[config.mk]
export PLATFORM = sky130hd
export DESIGN_NAME = recfg_pipe3
export DESIGN_NICKNAME = d
export VERILOG_FILES = /design/src/rtl/nlp_pkg.sv /design/src/rtl/nlp_stage.sv /design/src/rtl/nlp_admit.sv /design/src/rtl/nlp_cfg.sv /design/src/rtl/recfg_pipe3.sv
export SDC_FILE = /design/constraint.sdc
export NUM_CORES = 1
export LEC_CHECK = 0
export ABC_AREA = 0
export BUFFER_PORTS_ARGS = -buffer_cell sky130_fd_sc_hd__buf_2
export CORE_MARGIN = 2
export CORE_UTILIZATION = 40
export DETAILED_ROUTE_END_ITERATION = 8
export SETUP_SLACK_MARGIN = 0.4
export SLEW_MARGIN = 20
export SYNTH_ARGS = -nofsm -noshare
export SYNTH_HDL_FRONTEND = slang
export SYNTH_SLANG_ARGS = --single-unit
[constraint.sdc]
create_clock -name clk -period 3.3 [get_ports clk]
set_clock_uncertainty 0.2 [all_clocks]
set_input_delay 0 -clock clk [delete_from_list [all_inputs] [get_ports clk]]
set_output_delay 0 -clock clk [all_outputs]
set_load 0.02 [all_outputs]
[src/rtl/nlp_pkg.sv]
package nlp_pkg;
    localparam int NSTAGE = 3;
    localparam int NSTEP  = 6;
    localparam int SW     = $clog2(NSTAGE);
    localparam int PW     = $clog2(NSTEP);

    typedef enum logic {FN_A = 1'b0, FN_B = 1'b1} fn_e;
    typedef logic [SW-1:0] stage_id_t;
    typedef logic [PW-1:0] step_t;

    // Stage visited at a given step of each function's route.
    function automatic stage_id_t route(fn_e f, step_t s);
        stage_id_t r;
        r = '0;
        if (f == FN_A) begin
            case (s)
                3'd0: r = 2'd0;
                3'd1: r = 2'd1;
                3'd2: r = 2'd2;
                3'd3: r = 2'd1;
                3'd4: r = 2'd2;
                3'd5: r = 2'd0;
                default: r = 2'd0;
            endcase
        end else begin
            case (s)
                3'd0: r = 2'd0;
                3'd1: r = 2'd2;
                3'd2: r = 2'd1;
                3'd3: r = 2'd0;
                3'd4: r = 2'd1;
                3'd5: r = 2'd2;
                default: r = 2'd0;
            endcase
        end
        return r;
    endfunction

    // Bit d set: starting two operands d cycles apart makes them need one stage in one cycle.
    function automatic logic [NSTEP-1:1] forbid_mask(fn_e f);
        logic [NSTEP-1:1] m;
        m = '0;
        for (int d = 1; d < NSTEP; d++) begin
            for (int i = 0; i + d < NSTEP; i++) begin
                if (route(f, step_t'(i)) == route(f, step_t'(i + d))) begin
                    m[d] = 1'b1;
                end
            end
        end
        return m;
    endfunction
endpackage

[src/rtl/nlp_stage.sv]
module nlp_stage
    import nlp_pkg::*;
#(
    parameter int            DW       = 16,
    parameter int            STAGE_ID = 0,
    parameter logic [DW-1:0] K        = '0
) (
    input  logic                         clk,
    input  logic                         rst,
    input  fn_e                          func,
    input  logic                         start,
    input  logic [DW-1:0]                start_data,
    input  logic [NSTAGE-1:0]            tok_vld,
    input  step_t [NSTAGE-1:0]           tok_step,
    input  logic [NSTAGE-1:0][DW-1:0]    tok_data,
    output logic                         vld_q,
    output step_t                        step_q,
    output logic [DW-1:0]                data_q
);
    typedef struct packed {
        logic          vld;
        step_t         step;
        logic [DW-1:0] data;
    } lat_t;

    lat_t          r_d, r_q;
    logic          mux_hit;
    step_t         mux_step;
    logic [DW-1:0] mux_data;
    logic [DW-1:0] op_out;

    // Input multiplexer: pipeline input or any stage whose next route step lands here.
    always_comb begin
        step_t nxt;
        mux_hit  = 1'b0;
        mux_step = '0;
        mux_data = '0;
        nxt      = '0;
        if (start && route(func, '0) == stage_id_t'(STAGE_ID)) begin
            mux_hit  = 1'b1;
            mux_data = start_data;
        end
        for (int j = 0; j < NSTAGE; j++) begin
            nxt = tok_step[j] + step_t'(1);
            if (tok_vld[j] && tok_step[j] != step_t'(NSTEP - 1) &&
                route(func, nxt) == stage_id_t'(STAGE_ID)) begin
                mux_hit  = 1'b1;
                mux_step = nxt;
                mux_data = tok_data[j];
            end
        end
    end

    if (STAGE_ID == 0) begin : g_add
        assign op_out = mux_data + K;
    end else if (STAGE_ID == 1) begin : g_rot
        assign op_out = {mux_data[DW-2:0], mux_data[DW-1]} + K;
    end else begin : g_xor
        assign op_out = mux_data ^ K;
    end

    always_comb begin
        r_d.vld  = mux_hit;
        r_d.step = mux_step;
        r_d.data = op_out;
    end

    always_ff @(posedge clk) begin
        if (rst) r_q <= '0;
        else     r_q <= r_d;
    end

    assign vld_q  = r_q.vld;
    assign step_q = r_q.step;
    assign data_q = r_q.data;
endmodule

[src/rtl/nlp_admit.sv]
module nlp_admit
    import nlp_pkg::*;
(
    input  logic clk,
    input  logic rst,
    input  fn_e  func,
    input  logic start,
    output logic blocked
);
    localparam int HW = NSTEP - 1;

    typedef struct packed {
        logic [HW-1:0] hist;
    } adm_t;

    adm_t             s_d, s_q;
    logic [NSTEP-1:1] mask;

    // hist bit k: an operand started k+1 cycles ago.
    always_comb begin
        mask       = forbid_mask(func);
        blocked    = |(s_q.hist & mask);
        s_d.hist   = {s_q.hist[HW-2:0], start};
    end

    always_ff @(posedge clk) begin
        if (rst) s_q <= '0;
        else     s_q <= s_d;
    end
endmodule

[src/rtl/nlp_cfg.sv]
module nlp_cfg
    import nlp_pkg::*;
(
    input  logic clk,
    input  logic rst,
    input  logic cfg_req,
    input  fn_e  cfg_func,
    input  logic busy,
    output fn_e  func,
    output logic pend
);
    typedef struct packed {
        fn_e  func;
        logic pend;
        fn_e  pfunc;
    } cfg_t;

    cfg_t c_d, c_q;

    always_comb begin
        c_d = c_q;
        if (c_q.pend) begin
            if (!busy) begin
                c_d.func = c_q.pfunc;
                c_d.pend = 1'b0;
            end
        end else if (cfg_req) begin
            c_d.pend  = 1'b1;
            c_d.pfunc = cfg_func;
        end
    end

    always_ff @(posedge clk) begin
        if (rst) c_q <= '{func: FN_A, pend: 1'b0, pfunc: FN_A};
        else     c_q <= c_d;
    end

    assign func = c_q.func;
    assign pend = c_q.pend;
endmodule

[src/rtl/recfg_pipe3.sv]
module recfg_pipe3
    import nlp_pkg::*;
#(
    parameter int            DW = 16,
    parameter logic [DW-1:0] K0 = 16'h1d3b,
    parameter logic [DW-1:0] K1 = 16'h00f1,
    parameter logic [DW-1:0] K2 = 16'ha5c3
) (
    input  logic          clk,
    input  logic          rst,
    input  logic          cfg_req,
    input  logic          cfg_func,
    input  logic          in_valid,
    input  logic [DW-1:0] in_data,
    output logic          in_ready,
    output logic          res_a_valid,
    output logic [DW-1:0] res_a_data,
    output logic          res_b_valid,
    output logic [DW-1:0] res_b_data,
    output logic          active_func
);
    logic [NSTAGE-1:0]         stage_vld;
    step_t [NSTAGE-1:0]        stage_step;
    logic [NSTAGE-1:0][DW-1:0] stage_data;

    fn_e           func;
    logic          pend;
    logic          blocked;
    logic          start;
    logic          busy;
    logic          done;
    logic [DW-1:0] done_data;

    assign in_ready = !pend && !blocked;
    assign start    = in_valid && in_ready;
    assign busy     = |stage_vld;

    nlp_cfg u_cfg (
        .clk      (clk),
        .rst      (rst),
        .cfg_req  (cfg_req),
        .cfg_func (fn_e'(cfg_func)),
        .busy     (busy),
        .func     (func),
        .pend     (pend)
    );

    nlp_admit u_admit (
        .clk     (clk),
        .rst     (rst),
        .func    (func),
        .start   (start),
        .blocked (blocked)
    );

    for (genvar g = 0; g < NSTAGE; g++) begin : g_stage
        localparam logic [DW-1:0] KSEL = (g == 0) ? K0 : (g == 1) ? K1 : K2;
        nlp_stage #(
            .DW       (DW),
            .STAGE_ID (g),
            .K        (KSEL)
        ) u_stage (
            .clk        (clk),
            .rst        (rst),
            .func       (func),
            .start      (start),
            .start_data (in_data),
            .tok_vld    (stage_vld),
            .tok_step   (stage_step),
            .tok_data   (stage_data),
            .vld_q      (stage_vld[g]),
            .step_q     (stage_step[g]),
            .data_q     (stage_data[g])
        );
    end

    // Result tap: the stage holding an operand that has finished its last step.
    always_comb begin
        done      = 1'b0;
        done_data = '0;
        for (int j = 0; j < NSTAGE; j++) begin
            if (stage_vld[j] && stage_step[j] == step_t'(NSTEP - 1)) begin
                done      = 1'b1;
                done_data = stage_data[j];
            end
        end
    end

    assign res_a_valid = done && func == FN_A;
    assign res_b_valid = done && func == FN_B;
    assign res_a_data  = res_a_valid ? done_data : '0;
    assign res_b_data  = res_b_valid ? done_data : '0;
    assign active_func = func;
endmodule

## Word-level counts from Yosys, hierarchy flattened

Index checks and enable logic that the tools add are counted.

| word-level totals | value |
|---|---|
| output and inout bits | 36 |
| flip-flop bits (word level) | 68 |
| bits of input ports | 21 |
| logic and storage cells | 161 |

| cells by class | value |
|---|---|
| $add $sub $neg | 5 |
| reduce and logical (&&, ||, !) cells | 41 |
| muxes and demuxes | 64 |
| bitwise gates (word level) | 5 |
| eq/ne operators | 32 |

Operators with widths:

| kind | count |
|---|---|
| two-way mux 16 bit | 15 |
| == test 3 bit, second input constant | 9 |
| two-way mux 1 bit | 27 |
| two-way mux 3 bit | 9 |
| case mux 2 bit (2 select lines) | 6 |
| logical AND 1 bit | 19 |
| == test 3 x 2 -> 1 bit, second input constant | 6 |
| OR reduction 2 bit | 9 |
| adder 16 x 13 -> 16 bit, second input constant | 1 |
| adder 16 x 8 -> 16 bit, second input constant | 1 |
| zero test 2 bit | 7 |
| two-way mux 2 bit | 7 |
| adder 3 x 1 -> 3 bit, second input constant | 3 |
| == test 3 x 1 -> 1 bit, second input constant | 3 |
| inequality test 3 bit, second input constant | 3 |
| inverter 8 bit | 1 |
| == test 2 x 1 -> 1 bit, second input constant | 3 |
| == test 2 bit | 3 |
| == test 2 bit, second input constant | 3 |
| AND 5 bit | 1 |
| OR reduction 5 bit | 1 |
| AND reduction 2 bit | 2 |
| inverter 1 bit | 3 |
| OR reduction 3 bit | 1 |
| 3 further kinds | 4 |

## Depth between registers and ports, before layout

| logic depth | value |
|---|---|
| word-level depth | 17 |
| mapped depth | 14 |
| depth with buffers taken out | 12 |

## Modules after synthesis

From an unflattened synthesis, not the netlist that was laid out.

| unflattened totals | value |
|---|---|
| cell total of the unflattened synthesis | 724 |
| area total of the unflattened synthesis | 5760.5 um^2 |

Modules (own cells, without submodules):

| module | instances | sequential area each (um^2) | area an instance (um^2) | cells an instance |
|---|---|---|---|---|
| nlp_stage (g_stage[0].u_stage) | 1 | 400.4 | 1936.9 | 245 |
| nlp_stage (g_stage[1].u_stage) | 1 | 400.4 | 1565.3 | 199 |
| nlp_stage (g_stage[2].u_stage) | 1 | 400.4 | 1316.3 | 152 |
| recfg_pipe3 | 1 | 0.0 | 661.9 | 103 |
| nlp_admit | 1 | 100.1 | 155.1 | 13 |
| nlp_cfg | 1 | 60.1 | 125.1 | 12 |

## Least setup slack after synthesis

No wires, ideal clock.

| timing path | value |
|---|---|
| kind | flip-flop to flip-flop |
| from | register g_stage[1].u_stage.r_q (netlist bit g_stage[1].u_stage.step_q[0]) |
| to | register g_stage[1].u_stage.r_q (netlist bit g_stage[1].u_stage.data_q[14]) |
| required time | 2.972 ns |
| setup time | 0.128 ns |
| clock period less this slack | 3.406 ns |
| cell stages (with the launch flop) | 15 |
| path buffers | 2 |
| arrival | 3.078 ns |
| slack | -0.106 ns |
| path through | dfxtp_1 > inv_1 > ha_1 > or2_2 > a21oi_1 > a211o_1 > buf_4 > clkbuf_1 > o211ai_1 > a31oi_1 > ha_1 > nand3_2 > a2111oi_2 > xnor2_1 > nor2_1 |

| on the way | value |
|---|---|
| longest elaborated chain between the ends | 10 |
| elaborated cells on any way between the ends | 19 |
| classes of those cells | 2 x add/sub; 7 x eq/ne; 5 x mux; 5 x reduce/logical |

RTL lines:

| what | RTL line | text |
|---|---|---|
| start: declaration | nlp_stage.sv:26 | `lat_t r_d, r_q;` |
| start signal: assignment | nlp_stage.sv:70 | `else r_q <= r_d;` |
| adder 3 x 1 -> 3 bit | nlp_stage.sv:44 | `nxt = tok_step[j] + step_t'(1);` |
| == test 3 x 2 -> 1 bit, or another cell as far along | nlp_pkg.sv:16, nlp_pkg.sv:26 |  |
| OR reduction 2 bit (no source line) | n/a |  |
| case mux 2 bit (2 select lines), on equally long branches | nlp_pkg.sv:16, nlp_pkg.sv:26 |  |
| two-way mux 2 bit | nlp_pkg.sv:15 | `if (f == FN_A) begin` |
| == test 2 x 1 -> 1 bit | nlp_stage.sv:46 | `route(func, nxt) == stage_id_t'(STAGE_ID)) begin` |
| logical AND 1 bit * | nlp_stage.sv:45 | `if (tok_vld[j] && tok_step[j] != step_t'(NSTEP - 1) &&` |
| two-way mux 16 bit * (2 in a row) | nlp_stage.sv:45 |  |
| adder 16 x 8 -> 16 bit * | nlp_stage.sv:57 | `assign op_out = {mux_data[DW-2:0], mux_data[DW-1]} + K;` |

Every way passes the cells marked *; elsewhere a longest branch is shown, timed or not.
A chain may end at the register's enable or synchronous reset.

## Worst setup path in the final report

| timing path | value |
|---|---|
| from | register g_stage[1].u_stage.r_q (netlist bit g_stage[1].u_stage.step_q[0]) |
| to | register g_stage[0].u_stage.r_q (netlist bit g_stage[0].u_stage.data_q[12]) |

| on the way | value |
|---|---|
| longest elaborated chain between the ends | 10 |
| elaborated cells on any way between the ends | 19 |
| classes of those cells | 2 x add/sub; 6 x eq/ne; 5 x mux; 6 x reduce/logical |

RTL lines:

| what | RTL line | text |
|---|---|---|
| adder 3 x 1 -> 3 bit | nlp_stage.sv:44 |  |
| == test 3 x 2 -> 1 bit, or another cell as far along | nlp_pkg.sv:16, nlp_pkg.sv:26 |  |
| OR reduction 2 bit (no source line) | n/a |  |
| case mux 2 bit (2 select lines), on equally long branches | nlp_pkg.sv:16, nlp_pkg.sv:26 |  |
| two-way mux 2 bit | nlp_pkg.sv:15 |  |
| zero test 2 bit | nlp_stage.sv:46 |  |
| logical AND 1 bit * | nlp_stage.sv:45 |  |
| two-way mux 16 bit * (2 in a row) | nlp_stage.sv:45 |  |
| adder 16 x 13 -> 16 bit * | nlp_stage.sv:55 | `assign op_out = mux_data + K;` |
| end signal: assignment | nlp_stage.sv:70 |  |
| end: declaration | nlp_stage.sv:26 |  |

Marked as above.

==> impl_metrics.toml <==
[worst_hold_path]
min_path_type = "in -> reg"
whs_path_depth = 5
hold_start = "in_valid"
holdPathEnd = "u_admit.s_q[0]$_SDFF_PP0_"

[logic_synthesis]
synth_top_area_frac = 0.2765
synth-seq-cells = 68
syn_area_per_cell_um2 = 7.540
synth_area_leaders = "dfxtp_1, nor2_1, ha_1"
yosysTopAreaCell = "dfxtp_1"
ys_seq_area_frac = 0.2765
postSynthCellCount = 653
synth_edf_count = 0
yosysWarningCount = 0
synthesis.nets = 690
async_reset_ff_frac = 0
synth.distinct_cells = 66
syn_area_mm2 = 0.004923
synthFlopType = "dfxtp_1"

[setup_path]
crit_path_top_delay_cell = "or4_1"
worstPathArrival_ps = 3200
crit_required_ps = 3280
crit_chain = "ha_4 > and2b_2 > a211oi_4 > a211o_4 > buf_12 > or4_1 > o211ai_1 > buf_4 > nor2_4 > o311a_4 > o21ai_1 > a21oi_1"
rr_endpoint = "g_stage[0].u_stage.data_q[12]$_SDFF_PP0_"
cpPeakStageDelay_ps = 510
reg2reg_slack_ps = 90
worstSetupStartpointType = "flip-flop"
cp_max_fo = 11
endpoint_kind = "flip-flop"
path_buf_inv = 2
worstRegToRegCells = 12
crit_type = "reg -> reg"
cp_top_family = "compound AO/OA/AOI/OAI gates"
rr_startpoint = "g_stage[1].u_stage.step_q[0]$_SDFF_PP0_"

[cts]
clockRootBuffer = "clkbuf_16"
cts.clk_slew.worst_paths_ps = 60
cts.sink_count = 68
htreeDepth = 3
clkLatencyLatePin_ps = 340
numCtsBuffers = 9
cts_tree = "done"
cts_buffer_depth = 2

[power_and_ir_drop]
power_switching_share = 0.3205
internal_power_mw = 1.874
power_frac_clock = 0.356
p_leak_nw = 3.038
ir_drop_mv = 0.2094
comb_power_share = 0.297
seqPwrFrac = 0.348
p_switching_mw = 0.8841
p_per_area_mw_per_mm2 = 364.4

[floorplanning]
ios = 57
die_w_um = 114.9
dieArea_mm2 = 0.01321
start_util = 0.4099
coreArea_mm2 = 0.01201
rows = 40
die_y_um = 114.9

[finish]
final_cell_mix = "nor2_1, buf_4, dfxtp_1, buf_2, nand2_1"
fin_util = 0.6303
synthToLayoutAreaGrowth_pct = 53.77
mostFrequentLayoutCell = "nor2_1"
fillers = 990
num-nets-final = 843
antennaDiodeCount = 0
drive_above_1_share = 0.4168

[routing]
wl_per_cell_um = 22.51
drt_iter0_markers = 552
first_pass_iters = 5
wl_mm = 21.56
vias = 6075
drc = 0
avgViaCountPerCell = 6.341
ant_nets = 0

[timing]
setup_tns_ps = 0
holdWs_ps = 41.38
timing.final.crit_share = 0.9741
fmax_ghz = 0.3111
setup_viol = 0
max_slew.worst_pin.slew_ps = 890.4
min_period_ps = 3214
final.setup.worst_slack_ps = 85.56
slew_headroom = 0.4064
final_max_slew_viol_count = 0
hold_viol_final = 0
rsz0062_at_grt = "true"

[outcome]
status = "finished clean"

[placed_design]
dp_hpwl_mm = 13.21
gp_congestion = 0.9764
numPortBuffers = 56
place_ws_ps = 38.84

[global_route]
grt_pass1_vias = 5465
grt_pass1_wl_mm = 30.38
antenna_found_initial = 0
grt_max_degree = 42
grt.overflow.total = 0
grt_use_total = 0.3008

[flow_run]
drv_cap = 0
## logic make-up (layout without fill, tap and decap cells)
family                     after synthesis  after routing  share of synthesized area
and+or+nand+nor                        277            277                     0.2605
AOI/OAI and AO/OA                      201            201                     0.3088
DFF                                     68             68                     0.2765
buffers and inverters                   67            225                    0.06861
xor gates and xnor gates                19             19                    0.03380
adders and majority gates               16             16                    0.04066
muxes                                    5              5                    0.01118
## worst reg2reg max path, stage by stage (launching register included)
cell      delay, ps
dfxtp_4         380
ha_4            180
and2b_2         290
a211oi_4         80
a211o_4         300
buf_12          160
or4_1           510
o211ai_1        180
buf_4           200
nor2_4           60
o311a_4         310
o21ai_1         130
a21oi_1          80
## registers in the layout (all words and copies together) (netlist names)
register                cells
g_stage.u_stage.data_q     48
g_stage.u_stage.step_q      9
u_admit.s_q                 5
g_stage.u_stage.vld_q       3
u_cfg.c_q                   1
u_cfg.func                  1
u_cfg.pend                  1
## cells in the mapped netlist, types with 6 or more instances
cell        n
nor2_1    122
dfxtp_1    68
nand2_1    38
nand3_1    37
a21oi_1    36
clkbuf_1   30
nor3_1     26
a211oi_1   20
o21ai_0    20
inv_1      19
a31oi_1    17
a22oi_1    16
ha_1       16
o211ai_1   15
a311oi_1   14
xnor2_1    13
and3_1     11
a22o_1      9
nor2b_1     8
a211o_1     7
a221o_1     7
buf_4       7
buf_6       6
xor2_1      6
## layout make-up
cell class / instances / area [µm²] / area share
multi-input cells: 518 / 3998 / 0.5280
clock buffers: 13 / 280.3 / 0.03702
repair buffers: 190 / 1637 / 0.2162
well taps: 147 / 183.9 / 0.02429
inverters: 19 / 78.83 / 0.01041
clock inverters: 3 / 18.77 / 0.002479
flip-flops and latches: 68 / 1375 / 0.1816
## how the worst max path moves through the flow
stage | startpoint | to | slack, ps | cells past startpoint
2_1_floorplan | u_cfg.func$_SDFFE_PP0P_ | g_stage[0].u_stage.data_q[15]$_SDFF_PP0_ | 330 | 10
3_3_place_gp | g_stage[0].u_stage.step_q[0]$_SDFF_PP0_ | g_stage[1].u_stage.data_q[14]$_SDFF_PP0_ | 90 | 12
6_report | g_stage[1].u_stage.step_q[0]$_SDFF_PP0_ | g_stage[0].u_stage.data_q[12]$_SDFF_PP0_ | 90 | 12
5_1_grt | g_stage[1].u_stage.step_q[0]$_SDFF_PP0_ | g_stage[1].u_stage.data_q[14]$_SDFF_PP0_ | 30 | 13
3_5_place_dp | g_stage[0].u_stage.step_q[0]$_SDFF_PP0_ | g_stage[1].u_stage.data_q[14]$_SDFF_PP0_ | 40 | 12
4_1_cts | g_stage[1].u_stage.step_q[0]$_SDFF_PP0_ | g_stage[0].u_stage.data_q[12]$_SDFF_PP0_ | 250 | 12
## through the flow
stage,area (µm²),power [mW],cells
floorplan,5107,1.280,653
global route,7571,2.841,958
global placement,5744,1.444,865
finish,7571,2.759,958
CTS,6809,2.588,924
detailed placement,5752,1.452,865
## what timing repair did
action	in CTS	in global routing
endpoints found under the setup margin	25	78
hold buffers	4	0
cloned	3	5
endpoints found under the hold margin	3	0
buffers inserted	36	29
gates resized for setup	82	95
pin swaps	39	65
## power by group through the flow
stage	Clock [mW]	Combinational (mW)	Sequential [mW]
after global routing	1.02	0.857	0.964
after detailed placement	0	0.483	0.968
after CTS	0.985	0.652	0.950
after global placement	0	0.474	0.970
after floorplan	0	0.341	0.939
final	0.981	0.818	0.959
## routing by layer
layer  part of all wire  global-route usage  vias to the layer above
li1                   -                   -                     2720
met1               0.40              0.4016                     2903
met2               0.47              0.4945                      362
met3              0.088             0.03426                       90
met4              0.045              0.1253                        0
met5                  0                   0                        -
Note: power is estimated with default switching activity, not from simulation.
